$ cat config.mk
export PLATFORM = sky130hd
export DESIGN_NAME = spim_core
export DESIGN_NICKNAME = d
export VERILOG_FILES = /design/src/rtl/spim_pkg.sv /design/src/rtl/spim_fifo.sv /design/src/rtl/spim_seq.sv /design/src/rtl/spim_core.sv
export SDC_FILE = /design/constraint.sdc
export NUM_CORES = 1
export LEC_CHECK = 0
export BUFFER_PORTS_ARGS = -buffer_cell sky130_fd_sc_hd__buf_2
export CAP_MARGIN = 10
export CORE_ASPECT_RATIO = 1.4
export CORE_UTILIZATION = 30
export DETAILED_ROUTE_END_ITERATION = 6
export HOLD_SLACK_MARGIN = 0.08
export PLACE_DENSITY = 0.51
export SETUP_SLACK_MARGIN = 0.15
export SYNTH_ARGS = -nofsm -noshare
export SYNTH_HDL_FRONTEND = slang
export SYNTH_SLANG_ARGS = --single-unit
$ cat constraint.sdc
create_clock -name clk -period 5.2 [get_ports clk]
set_input_delay 0.52 -clock clk [delete_from_list [all_inputs] [get_ports clk]]
set_output_delay 0.52 -clock clk [all_outputs]
set_load 0.02 [all_outputs]
$ cat src/rtl/spim_pkg.sv
package spim_pkg;
   localparam int CNT_W    = 9;
   localparam int MODE_LSB = 24;
   localparam int WCNT_LSB = 12;
   localparam int RCNT_LSB = 0;

   localparam logic [2:0] ADDR_CTRL   = 3'd0;
   localparam logic [2:0] ADDR_XFER   = 3'd1;
   localparam logic [2:0] ADDR_CMD    = 3'd2;
   localparam logic [2:0] ADDR_DATA   = 3'd3;
   localparam logic [2:0] ADDR_STATUS = 3'd4;
   localparam logic [2:0] ADDR_DIV    = 3'd5;

   typedef enum logic [2:0] {PH_END, PH_WR, PH_RD, PH_WRRD, PH_DUM} phase_e;
   typedef enum logic [2:0] {S_IDLE, S_SETUP, S_LOAD, S_SHIFT, S_DONE} seq_state_e;

   // Phase k of the given mode; PH_END terminates the list.
   function automatic phase_e phase_at(input logic [3:0] mode, input logic [1:0] idx);
      phase_e p0, p1, p2;
      p0 = PH_END; p1 = PH_END; p2 = PH_END;
      case (mode)
         4'd0: p0 = PH_WRRD;
         4'd1: p0 = PH_WR;
         4'd2: p0 = PH_RD;
         4'd3: begin p0 = PH_WR;  p1 = PH_RD; end
         4'd4: begin p0 = PH_RD;  p1 = PH_WR; end
         4'd5: begin p0 = PH_WR;  p1 = PH_DUM; p2 = PH_RD; end
         4'd6: begin p0 = PH_RD;  p1 = PH_DUM; p2 = PH_WR; end
         4'd8: begin p0 = PH_DUM; p1 = PH_WR; end
         4'd9: begin p0 = PH_DUM; p1 = PH_RD; end
         default: ;
      endcase
      case (idx)
         2'd0:    return p0;
         2'd1:    return p1;
         2'd2:    return p2;
         default: return PH_END;
      endcase
   endfunction
endpackage

$ cat src/rtl/spim_fifo.sv
module spim_fifo #(
   parameter int W     = 8,
   parameter int DEPTH = 16
) (
   input  logic                       clk,
   input  logic                       rst_n,
   input  logic                       clr,
   input  logic                       push,
   input  logic [W-1:0]               wdata,
   input  logic                       pop,
   output logic [W-1:0]               rdata,
   output logic [$clog2(DEPTH+1)-1:0] count,
   output logic                       full,
   output logic                       empty
);
   localparam int AW = $clog2(DEPTH);
   localparam int CW = $clog2(DEPTH+1);

   if (DEPTH < 2 || (DEPTH & (DEPTH - 1)) != 0) begin : g_bad_depth
      $error("spim_fifo: DEPTH must be a power of two of at least 2");
   end

   logic [W-1:0]  mem [DEPTH];
   logic [AW-1:0] wp, rp;
   logic          do_push, do_pop;

   assign full    = (count == CW'(DEPTH));
   assign empty   = (count == '0);
   assign do_push = push && !full;
   assign do_pop  = pop && !empty;
   assign rdata   = mem[rp];

   always_ff @(posedge clk) begin
      if (do_push) mem[wp] <= wdata;
   end

   always_ff @(posedge clk or negedge rst_n) begin
      if (!rst_n) begin
         wp <= '0; rp <= '0; count <= '0;
      end else if (clr) begin
         wp <= '0; rp <= '0; count <= '0;
      end else begin
         if (do_push) wp <= wp + 1'b1;
         if (do_pop)  rp <= rp + 1'b1;
         count <= count + CW'(do_push) - CW'(do_pop);
      end
   end
endmodule

$ cat src/rtl/spim_seq.sv
module spim_seq
   import spim_pkg::*;
#(
   parameter int DIVW = 8,
   parameter int CNTW = 9
) (
   input  logic            clk,
   input  logic            rst_n,
   input  logic            soft_rst,
   input  logic            start,
   input  logic [3:0]      mode,
   input  logic [CNTW-1:0] wcnt,
   input  logic [CNTW-1:0] rcnt,
   input  logic [DIVW-1:0] div,
   input  logic            tx_empty,
   input  logic [7:0]      tx_data,
   output logic            tx_pop,
   input  logic            rx_full,
   output logic            rx_push,
   output logic [7:0]      rx_data,
   output logic            busy,
   output logic            cs_n,
   output logic            sclk,
   output logic            mosi,
   input  logic            miso
);
   seq_state_e      st;
   logic [1:0]      ph_idx;
   logic [CNTW-1:0] byte_cnt, wcnt_q, rcnt_q, ph_last;
   logic [2:0]      bit_cnt;
   logic [DIVW-1:0] div_cnt;
   logic [3:0]      mode_q;
   logic [7:0]      sh_out, sh_in;
   logic            sclk_q;
   phase_e          cur_ph;
   logic            need_tx, need_rx, can_go, half_tick, byte_end;

   assign cur_ph    = phase_at(mode_q, ph_idx);
   assign need_tx   = (cur_ph == PH_WR) || (cur_ph == PH_WRRD);
   assign need_rx   = (cur_ph == PH_RD) || (cur_ph == PH_WRRD);
   assign ph_last   = (cur_ph == PH_DUM) ? '0 : (need_tx ? wcnt_q : rcnt_q);
   assign can_go    = !(need_tx && tx_empty) && !(need_rx && rx_full);
   assign half_tick = (st == S_SHIFT) && (div_cnt == div);
   assign byte_end  = half_tick && sclk_q && (bit_cnt == 3'd7);

   assign tx_pop  = (st == S_LOAD) && (cur_ph != PH_END) && need_tx && can_go;
   assign rx_push = byte_end && need_rx;
   assign rx_data = sh_in;
   assign busy    = (st != S_IDLE);
   assign cs_n    = (st == S_IDLE);
   assign sclk    = sclk_q;
   assign mosi    = (st == S_SHIFT) ? sh_out[7] : 1'b0;

   always_ff @(posedge clk or negedge rst_n) begin
      if (!rst_n) begin
         st <= S_IDLE; ph_idx <= '0; byte_cnt <= '0; bit_cnt <= '0; div_cnt <= '0;
         mode_q <= '0; wcnt_q <= '0; rcnt_q <= '0; sh_out <= '0; sh_in <= '0; sclk_q <= 1'b0;
      end else if (soft_rst) begin
         st <= S_IDLE; ph_idx <= '0; byte_cnt <= '0; bit_cnt <= '0; div_cnt <= '0;
         sclk_q <= 1'b0;
      end else begin
         case (st)
            S_IDLE: if (start) begin
               mode_q <= mode; wcnt_q <= wcnt; rcnt_q <= rcnt;
               ph_idx <= '0; byte_cnt <= '0;
               st <= S_SETUP;
            end
            S_SETUP: st <= S_LOAD;
            S_LOAD: begin
               if (cur_ph == PH_END) begin
                  st <= S_DONE;
               end else if (can_go) begin
                  sh_out  <= need_tx ? tx_data : 8'h00;
                  bit_cnt <= '0;
                  div_cnt <= '0;
                  st      <= S_SHIFT;
               end
            end
            S_SHIFT: begin
               if (!half_tick) begin
                  div_cnt <= div_cnt + 1'b1;
               end else begin
                  div_cnt <= '0;
                  if (!sclk_q) begin
                     sclk_q <= 1'b1;
                     sh_in  <= {sh_in[6:0], miso};
                  end else begin
                     sclk_q <= 1'b0;
                     if (bit_cnt == 3'd7) begin
                        if (byte_cnt == ph_last) begin
                           ph_idx   <= ph_idx + 1'b1;
                           byte_cnt <= '0;
                        end else begin
                           byte_cnt <= byte_cnt + 1'b1;
                        end
                        st <= S_LOAD;
                     end else begin
                        bit_cnt <= bit_cnt + 1'b1;
                        sh_out  <= {sh_out[6:0], 1'b0};
                     end
                  end
               end
            end
            S_DONE:  st <= S_IDLE;
            default: st <= S_IDLE;
         endcase
      end
   end

   // data to the peripheral holds still while the clock is high
   a_r5_mosi_stable_high: assert property (@(posedge clk) disable iff (!rst_n)
      sclk_q |-> $stable(mosi));
   // no clock activity outside a transaction
   a_r2_sclk_low_when_deselected: assert property (@(posedge clk) disable iff (!rst_n)
      cs_n |-> !sclk_q);
   // never pull a byte from an empty transmit FIFO
   a_r7_no_tx_underflow: assert property (@(posedge clk) disable iff (!rst_n)
      tx_pop |-> !tx_empty);
   // never push a byte into a full receive FIFO
   a_r8_no_rx_overflow: assert property (@(posedge clk) disable iff (!rst_n)
      rx_push |-> !rx_full);
endmodule

$ cat src/rtl/spim_core.sv
module spim_core
   import spim_pkg::*;
#(
   parameter int FIFO_DEPTH = 16,
   parameter int DIV_W      = 8
) (
   input  logic        clk,
   input  logic        rst_n,
   input  logic        reg_wr,
   input  logic        reg_rd,
   input  logic [2:0]  reg_addr,
   input  logic [31:0] reg_wdata,
   output logic [31:0] reg_rdata,
   output logic        spi_cs_n,
   output logic        spi_sclk,
   output logic        spi_mosi,
   input  logic        spi_miso
);
   localparam int FCW = $clog2(FIFO_DEPTH + 1);

   if (FCW > 5) begin : g_bad_fifo
      $error("spim_core: FIFO_DEPTH must fit the 5-bit status count fields");
   end
   if (DIV_W < 1 || DIV_W > 8) begin : g_bad_div
      $error("spim_core: DIV_W must be between 1 and 8");
   end

   logic [2:0]       ctrl_q;
   logic [3:0]       mode_q;
   logic [CNT_W-1:0] wcnt_q, rcnt_q;
   logic [DIV_W-1:0] div_q;
   logic             armed_q, busy, start_ok;
   logic             core_rst, tx_clr, rx_clr;
   logic             tx_pop, tx_empty, tx_full, rx_push, rx_full, rx_empty;
   logic [7:0]       tx_data, rx_wdata, rx_rdata;
   logic [FCW-1:0]   tx_cnt, rx_cnt;
   logic             wr_ctrl, wr_xfer, wr_cmd, wr_data, wr_div, rd_data;
   logic             unused_ok;

   assign wr_ctrl = reg_wr && (reg_addr == ADDR_CTRL);
   assign wr_xfer = reg_wr && (reg_addr == ADDR_XFER);
   assign wr_cmd  = reg_wr && (reg_addr == ADDR_CMD);
   assign wr_data = reg_wr && (reg_addr == ADDR_DATA);
   assign wr_div  = reg_wr && (reg_addr == ADDR_DIV);
   assign rd_data = reg_rd && (reg_addr == ADDR_DATA);

   assign core_rst = ctrl_q[0];
   assign rx_clr   = ctrl_q[1];
   assign tx_clr   = ctrl_q[2];
   assign start_ok = wr_cmd && armed_q && !busy && !core_rst;
   assign unused_ok = ^{reg_wdata[31:28], reg_wdata[23:21], reg_wdata[11:9]};

   always_ff @(posedge clk or negedge rst_n) begin
      if (!rst_n) begin
         ctrl_q <= '0; mode_q <= '0; wcnt_q <= '0; rcnt_q <= '0;
         div_q <= '0; armed_q <= 1'b0;
      end else begin
         ctrl_q <= wr_ctrl ? reg_wdata[2:0] : 3'b000;
         if (wr_xfer) begin
            mode_q <= reg_wdata[MODE_LSB +: 4];
            wcnt_q <= reg_wdata[WCNT_LSB +: CNT_W];
            rcnt_q <= reg_wdata[RCNT_LSB +: CNT_W];
         end
         if (wr_div) div_q <= reg_wdata[DIV_W-1:0];
         if (core_rst || start_ok) armed_q <= 1'b0;
         else if (wr_xfer)         armed_q <= 1'b1;
      end
   end

   always_comb begin
      reg_rdata = '0;
      case (reg_addr)
         ADDR_CTRL: reg_rdata[2:0] = ctrl_q;
         ADDR_XFER: begin
            reg_rdata[MODE_LSB +: 4]     = mode_q;
            reg_rdata[WCNT_LSB +: CNT_W] = wcnt_q;
            reg_rdata[RCNT_LSB +: CNT_W] = rcnt_q;
         end
         ADDR_DATA: reg_rdata[7:0] = rx_rdata;
         ADDR_STATUS: begin
            reg_rdata[0]     = busy;
            reg_rdata[22]    = tx_empty;
            reg_rdata[20:16] = 5'(tx_cnt);
            reg_rdata[12:8]  = 5'(rx_cnt);
         end
         ADDR_DIV: reg_rdata[DIV_W-1:0] = div_q;
         default: ;
      endcase
   end

   spim_fifo #(.W(8), .DEPTH(FIFO_DEPTH)) tx_fifo_i (
      .clk(clk), .rst_n(rst_n), .clr(tx_clr), .push(wr_data), .wdata(reg_wdata[7:0]),
      .pop(tx_pop), .rdata(tx_data), .count(tx_cnt), .full(tx_full), .empty(tx_empty));

   spim_fifo #(.W(8), .DEPTH(FIFO_DEPTH)) rx_fifo_i (
      .clk(clk), .rst_n(rst_n), .clr(rx_clr), .push(rx_push), .wdata(rx_wdata),
      .pop(rd_data), .rdata(rx_rdata), .count(rx_cnt), .full(rx_full), .empty(rx_empty));

   spim_seq #(.DIVW(DIV_W), .CNTW(CNT_W)) seq_i (
      .clk(clk), .rst_n(rst_n), .soft_rst(core_rst), .start(start_ok),
      .mode(mode_q), .wcnt(wcnt_q), .rcnt(rcnt_q), .div(div_q),
      .tx_empty(tx_empty), .tx_data(tx_data), .tx_pop(tx_pop),
      .rx_full(rx_full), .rx_push(rx_push), .rx_data(rx_wdata),
      .busy(busy), .cs_n(spi_cs_n), .sclk(spi_sclk), .mosi(spi_mosi), .miso(spi_miso));

   // an accepted command makes the sequencer busy on the next cycle
   a_r2_start_sets_busy: assert property (@(posedge clk) disable iff (!rst_n)
      start_ok |=> busy);
   // the core reset bit leaves the sequencer idle
   a_r9_core_reset_idles: assert property (@(posedge clk) disable iff (!rst_n)
      core_rst |=> !busy);
   // the transmit FIFO reset bit empties the FIFO
   a_r9_tx_clear_empties: assert property (@(posedge clk) disable iff (!rst_n)
      tx_clr |=> tx_empty);
   // a data read never pops an empty receive FIFO into a wrong count
   a_r11_rx_pop_counts: assert property (@(posedge clk) disable iff (!rst_n)
      (rd_data && !rx_empty && !rx_push && !rx_clr) |=> (rx_cnt == $past(rx_cnt) - 1'b1));
   // a full transmit FIFO drops further data writes
   a_r11_tx_full_drop: assert property (@(posedge clk) disable iff (!rst_n)
      (wr_data && tx_full && !tx_pop && !tx_clr) |=> $stable(tx_cnt));
endmodule

==> flow_metrics.py, run 1 <==
metrics = {
    "run_status": {
        "run_status": "finished, final reports clean",
    },
    "logic_synthesis": {
        "synthArstFlopShare_pct": 32.63,
        "synth_seq_cells": 380,
        "netlist.area_leader.share_pct": 45.85,
        "ys.flop_type": "edfxtp_1",
        "synth.top_cells.by_area": "edfxtp_1, dfrtp_1, mux4_2",
        "synth-edff-count": 256,
        "syn_area_um2": 16770,
        "synth-seq-area-share_pct": 64.35,
        "synth.most_common_cell": "edfxtp_1",
        "yosysTopAreaCell": "edfxtp_1",
        "netlist_instances": 1106,
        "synth_common_cells": "edfxtp_1, dfrtp_1, mux4_2",
        "synth.distinct_cells": 75,
        "yosysWarnings": 0,
        "synth_area_per_cell_um2": 15.16,
    },
    "detailed_routing": {
        "vias": 9375,
        "drc": 0,
        "ant_nets": 0,
        "detail_route.first_pass.iterations": 5,
        "viasPerCell": 4.852,
        "first_iter_violations": 465,
        "wirelength_um": 39140,
        "avgRoutedWirePerCell_um": 20.26,
    },
    "power": {
        "leakage_nw": 6.951,
        "vdd_drop_max_v": 0.0002067,
        "p_total_mw": 8.527,
        "pwr_density_cell_nw_per_um2": 446.2,
    },
    "sta": {
        "finalCriticalPeriod_ns": 3.934,
        "slew_viol_final": 0,
        "final_hold_viol_count": 0,
        "skew_ns": 0.02265,
        "fin_tns_setup_ns": 0,
        "worstMarginPinSlew_ns": 1.157,
        "slew_headroom_pct": 22.43,
        "rsz0062_at_grt": "false",
        "fin_crit_sh_pct": 75.65,
        "finalSetupViolations": 0,
        "fmax_ghz": 0.2542,
    },
    "critical_path": {
        "critPathTopFamily": "simple AND/OR/NAND/NOR gates",
        "cp_data_required_time_ns": 5.66,
        "r2r-start": "seq_i.ph_idx[0]$_DFFE_PN0P_",
        "cp.arrival_ns": 4.40,
        "rr_endpoint": "tx_fifo_i.count[4]$_DFF_PN0_",
        "slowest_stage": "nor3_2",
        "crit_path_frequent_cell": "inv_1",
        "cpPeakStageDelay_ns": 0.53,
        "path_buf_inv": 4,
        "cp.depth": 18,
        "path_cells": "inv_1 > ha_1 > nand3b_1 > a21oi_1 > nor3_2 > nand2_1 > or2_2 > nor4b_2 > ha_1 > inv_1 > ha_1 > inv_1 > fa_1 > inv_1 > a21oi_1 > nor2_1 > or3_1 > a21oi_1",
        "cp-end-kind": "register",
        "crit_path_start": "seq_i.ph_idx[0]$_DFFE_PN0P_",
        "r2r_cells": 18,
        "cp-start-kind": "register",
        "crit_type": "reg2reg",
        "cp_max_fo": 9,
        "rrSetupSlack_ns": 1.27,
        "cp-endpoint": "tx_fifo_i.count[4]$_DFF_PN0_",
    },
    "finish": {
        "layout-drive-gt1-share_pct": 22.59,
        "final_util_pct": 34.58,
        "regArea_um2": 10790,
        "finalNonFillerCells": 1932,
        "antenna_cells": 0,
        "multi_input_area_um2": 5618,
        "area_delta_synth_final_pct": 13.96,
        "nets": 1245,
        "nFillCells": 5308,
    },
    "clocking": {
        "cts_tree": "built",
        "htreeDepth": 2,
        "cts_buffer_depth": 3,
        "ctsRootBufferMaster": "clkbuf_16",
        "clk_pin_slew_worst_paths_ns": 0.06,
        "cts_made_buffers": 39,
        "clock_latency_ns": 0.54,
        "cts.repair.resized": 0,
        "ctsHoldBuffers": 0,
        "cts_setup_buffers": 0,
        "clock-sinks": 380,
    },
    "global_routing": {
        "overflow": 0,
        "track_usage_pct": 13.95,
        "grt_pass1_vias": 9739,
        "grt_max_degree": 89,
        "antenna_found_initial": 0,
        "grt_pass1_wl_um": 60120,
    },
    "floorplan": {
        "die_w_um": 201.8,
        "die_h_um": 281.7,
        "rows": 102,
        "coreArea_um2": 55260,
        "die-area_um2": 56850,
        "start_util_pct": 30.34,
        "io_pins": 75,
    },
    "flow_run": {
        "cap_violations": 0,
    },
    "place": {
        "dpl.cell_count": 1860,
        "dp_hpwl_um": 26740,
        "io_buffers": 58,
        "routabilityCongestion": 0.7898,
    },
    "worst_hold_path": {
        "worstHoldPathType": "in2async",
    },
}
-- routing by layer --
metal	track usage, %	wire (um)	vias to the layer above
met4	4.643	959	0
li1	-	-	4345
met2	26.94	21880	125
met5	0	0	-
met1	15.69	15360	4853
met3	1.676	941	52
-- placed cells by master (no fill, tap or decap), types with 14 or more instances in the layout --
cell,instances
edfxtp_1,256
mux2_2,60
xor2_1,21
buf_4,14
inv_1,41
clkbuf_16,40
clkbuf_1,14
dfrtp_1,122
a21oi_1,29
ha_1,30
mux4_2,66
and2_1,55
nand2_1,53
mux2i_1,33
nand3_1,17
buf_2,57
nor2_1,61
o21ai_0,31
-- worst min-delay path by stage --
| stage | slack (ns) | startpoint | cells after the start | endpoint |
|---|---|---|---|---|
| 2_1_floorplan | 0.22 | rst_n | 0 | armed_q$_DFFE_PN0P_ |
| 3_3_place_gp | 0.49 | seq_i.rcnt_q[0]$_DFFE_PN0P_ | 1 | seq_i.rcnt_q[0]$_DFFE_PN0P_ |
| 3_5_place_dp | 0.48 | seq_i.div_cnt[7]$_DFFE_PN0P_ | 1 | seq_i.div_cnt[7]$_DFFE_PN0P_ |
| 4_1_cts | 0.1 | rst_n | 1 | tx_fifo_i.count[3]$_DFF_PN0_ |
| 5_1_grt | 0.12 | rst_n | 1 | seq_i.wcnt_q[7]$_DFFE_PN0P_ |
| 6_report | 0.04 | rst_n | 1 | seq_i.wcnt_q[7]$_DFFE_PN0P_ |
-- state kept, by name, indices dropped and copies added (netlist names), 4 cells and up --
name             count
rx_fifo_i.wp         4
seq_i.div_cnt        8
div_q                8
seq_i.byte_cnt       9
rx_fifo_i.rp         4
rx_fifo_i.count      5
tx_fifo_i.mem      128
tx_fifo_i.rp         4
seq_i.rcnt_q         9
seq_i.sh_out         8
tx_fifo_i.wp         4
seq_i.wcnt_q         9
rx_fifo_i.mem      128
rcnt_q               9
tx_fifo_i.count      5
seq_i.rx_data        8
seq_i.mode_q         4
mode_q               4
wcnt_q               9
-- report_power, final --
part | leakage, nW | internal [mW] | switching (mW)
Sequential | 3.96 | 3.50 | 0.431
Clock | 0.597 | 1.55 | 1.18
Combinational | 2.39 | 0.888 | 0.982
-- stage by stage --
step	setup slack, ns	hold WS, ns	instance area, um2
2_1_floorplan	1.626	0.2244	16790
3_3_place_gp	1.288	0.4859	17880
3_5_place_dp	1.268	0.4848	17880
4_1_cts	1.259	0.09802	19110
5_1_grt	0.9517	0.1249	19110
6_report	1.266	0.04157	19110
-- logic make-up after synthesis --
kind of cell | count (synthesis) | share of synthesized area, %
and+or+nand+nor | 266 | 8.395
other | 1 | 0.02236
AOI/OAI and AO/OA | 141 | 5.701
DFF | 380 | 64.35
adders and majority gates | 33 | 2.545
muxes | 162 | 15.07
xor gates and xnor gates | 30 | 1.567
buffers and inverters | 93 | 2.351
-- cell type report --
type / count / share of cell area (%)
clock buffers: 55 / 5.585
inverters: 42 / 0.8250
multi-input cells: 638 / 29.40
repair buffers: 72 / 2.102
well taps: 728 / 4.767
flip-flops and latches: 380 / 56.48
clock inverters: 17 / 0.8381
Note: power is estimated with default switching activity, not from simulation.
==> run 2: changes to the inputs <==
--- a/config.mk
+++ b/config.mk
@@ -5,6 +5,7 @@
 export SDC_FILE = /design/constraint.sdc
 export NUM_CORES = 1
 export LEC_CHECK = 0
+export ABC_AREA = 1
 export BUFFER_PORTS_ARGS = -buffer_cell sky130_fd_sc_hd__buf_2
 export CAP_MARGIN = 10
 export CORE_ASPECT_RATIO = 1.4
==> constraint.sdc (replaced) <==
create_clock -name clk -period 3.7 [get_ports clk]
set_input_delay 0.37 -clock clk [delete_from_list [all_inputs] [get_ports clk]]
set_output_delay 0.37 -clock clk [all_outputs]
set_load 0.02 [all_outputs]
==> flow_metrics.py, run 2 <==
metrics = {
    "logic_synthesis": {
        "synth-seq-area-share_pct": 64.36,
        "synth_adder_area_share_pct": 2.478,
        "ys.flop_type": "edfxtp_1",
        "synth_area_per_cell_um2": 10.56,
        "synthArstFlopShare_pct": 32.63,
        "synth.top_cells.by_area": "edfxtp_1, dfrtp_1, nand2_1",
        "synth.most_common_cell": "edfxtp_1",
        "synth_seq_cells": 380,
        "syn_area_um2": 16770,
        "synth-edff-count": 256,
        "yosysTopAreaCell": "edfxtp_1",
        "yosysWarnings": 0,
        "netlist.area_leader.share_pct": 45.85,
        "yosys.area_share.xor_xnor_pct": 1.045,
        "synth_compound_area_share_pct": 11.82,
        "synth_top_family_by_area": "simple AND/OR/NAND/NOR gates",
        "synth.distinct_cells": 54,
        "netlist_instances": 1587,
        "synthSimpleGateAreaFrac_pct": 14.86,
        "synth_common_cells": "edfxtp_1, nand2_1, nor2_1",
        "muxShareOfSynthArea_pct": 0.4030,
    },
    "finish": {
        "fin_area_um2": 19360,
        "final_cell_mix": "edfxtp_1, nand2_1, nor2_1, o21ai_0",
        "layout-drive-gt1-share_pct": 12.03,
        "reg_top3": "rx_fifo_i.mem (128), tx_fifo_i.mem (128)",
        "nets": 1738,
        "finalNonFillerCells": 2424,
        "final_common_cell": "edfxtp_1",
        "antenna_cells": 0,
        "area_delta_synth_final_pct": 15.49,
        "final_util_pct": 35.04,
    },
    "floorplan": {
        "rows": 102,
        "die_h_um": 281.7,
        "coreArea_um2": 55260,
        "die_w_um": 201.8,
        "start_util_pct": 30.34,
        "die-area_um2": 56850,
        "io_pins": 75,
    },
    "sta": {
        "worstMarginPinSlew_ns": 0.9641,
        "skew_ns": 0.02961,
        "finalSetupViolations": 0,
        "fmax_ghz": 0.3046,
        "finalWorstSetupSlack_ns": 0.4173,
        "final_hold_viol_count": 0,
        "fin_crit_sh_pct": 88.72,
        "slew_viol_final": 0,
        "fin_tns_setup_ns": 0,
        "slew_headroom_pct": 35.73,
        "finalCriticalPeriod_ns": 3.283,
        "hold_slack_ns": 0.09332,
        "rsz0062_at_grt": "false",
    },
    "clocking": {
        "cts_made_buffers": 39,
        "ctsRootBufferMaster": "clkbuf_16",
        "clk_pin_slew_worst_paths_ns": 0.06,
        "clock-sinks": 380,
        "cts_buffer_depth": 3,
        "clock_latency_ns": 0.54,
        "htreeDepth": 2,
        "cts_tree": "built",
    },
    "place": {
        "dp_hpwl_um": 29510,
        "io_buffers": 58,
        "routabilityCongestion": 0.8383,
        "placed_area_um2": 17990,
        "dpl.cell_count": 2346,
        "dpl_worst_slack_ns": 0.2491,
    },
    "flow_run": {
        "cap_violations": 0,
    },
    "detailed_routing": {
        "detail_route.first_pass.iterations": 5,
        "ant_nets": 0,
        "first_iter_violations": 763,
        "viasPerCell": 4.840,
        "wirelength_um": 43760,
        "drc": 0,
        "avgRoutedWirePerCell_um": 18.05,
        "vias": 11730,
    },
    "critical_path": {
        "cp_data_required_time_ns": 4.10,
        "cp.arrival_ns": 3.68,
        "slowest_stage": "dfrtp_1",
        "crit_type": "reg2reg",
        "cp-start-kind": "register",
        "path_cells": "inv_1 > ha_1 > nand2_1 > nor2_1 > a21oi_2 > buf_6 > inv_1 > nor2_2 > nand2_1 > o21ai_2 > nor3_4 > ha_1 > inv_1 > ha_1 > inv_1 > fa_1 > nor3_1 > a211oi_1 > xor2_1 > nor2_1",
        "cp-end-kind": "register",
        "critPathTopFamily": "adder cells",
        "path_buf_inv": 5,
        "cpPeakStageDelay_ns": 0.41,
        "crit_path_frequent_cell": "inv_1",
        "cp_max_fo": 11,
    },
    "run_status": {
        "run_status": "finished, final reports clean",
    },
    "global_routing": {
        "overflow": 0,
        "grt_max_degree": 98,
        "grt_pass1_vias": 11620,
        "track_usage_pct": 15.55,
        "antenna_found_initial": 0,
        "grt_pass1_wl_um": 68150,
    },
    "power": {
        "leakage_nw": 7.666,
        "vdd_drop_max_v": 0.0004389,
        "p_total_mw": 12.73,
        "pwr_density_cell_nw_per_um2": 657.3,
    },
    "worst_hold_path": {
        "worstHoldPathType": "in2reg",
    },
}
[run 2: cell types whose count changed after synthesis, sizes merged, moves of 35 or more]
cell | before | now
mux4 | 66 | 0
a21oi | 29 | 64
and2 | 55 | 0
o21ai | 36 | 165
inv | 42 | 130
mux2 | 63 | 6
nand2 | 54 | 252
nor2 | 61 | 232
[run 2: worst paths after layout]
path,cells past startpoint,slack (ns),end,startpoint
worst max register to register,20,0.42,tx_fifo_i.count[4]$_DFF_PN0_,seq_i.ph_idx[0]$_DFFE_PN0P_
worst min-delay path,3,0.09,mode_q[3]$_DFFE_PN0P_,reg_wdata[27]
max in group asynchronous,3,2.27,wcnt_q[3]$_DFFE_PN0P_,rst_n
min in group asynchronous,2,0.48,seq_i.rx_data[5]$_DFFE_PN0P_,rst_n
worst min register to register,2,0.48,seq_i.wcnt_q[6]$_DFFE_PN0P_,wcnt_q[6]$_DFFE_PN0P_
worst max-delay path,20,0.42,tx_fifo_i.count[4]$_DFF_PN0_,seq_i.ph_idx[0]$_DFFE_PN0P_
[run 2: repair_timing]
item,in CTS,in global routing
buffers inserted,0,3
endpoints found under the hold margin,99,0
hold buffers,4,0
endpoints found under the setup margin,0,1
resized for setup,0,5
[run 2: per-layer routing]
layer | global-route usage [%] | share of wire (%) | vias up
met4 | 6.779 | 4.0 | 0
li1 | - | - | 5672
met3 | 1.815 | 4.0 | 71
met2 | 28.35 | 52 | 257
met5 | 0 | 0 | -
met1 | 18.31 | 40 | 5731
[run 2: kinds of logic (layout without fill, tap and decap cells)]
kind of cell / Yosys count / after routing
flip-flops: 380 / 380
multiplexers: 6 / 6
adder cells (fa/ha/maj): 32 / 32
other: 1 / 6
XOR/XNOR: 20 / 20
buffers and inverters: 210 / 314
AO/OA/AOI/OAI: 340 / 340
AND/OR/NAND/NOR: 598 / 598
[run 2: tightest hold or removal path, delay by kind of cell]
family,cells,cell delay [ns]
AO/OA/AOI/OAI,1,0.10
buffers and inverters,1,0.08
AND/OR/NAND/NOR,1,0.03
[run 2: layout make-up]
type | count | area, um2
Fill cell | 5497 | 35900
Sequential cell | 380 | 10790
Multi-Input combinational cell | 1002 | 5170
Clock buffer | 44 | 1005
Tap cell | 728 | 910.9
Timing Repair Buffer | 110 | 700.7
Inverter | 133 | 499.2
Clock inverter | 27 | 285.3
[run 2: report_power, final]
group | internal [mW] | switching (mW)
sequential | 4.97 | 0.386
clock | 2.32 | 1.66
combinational | 1.10 | 2.29
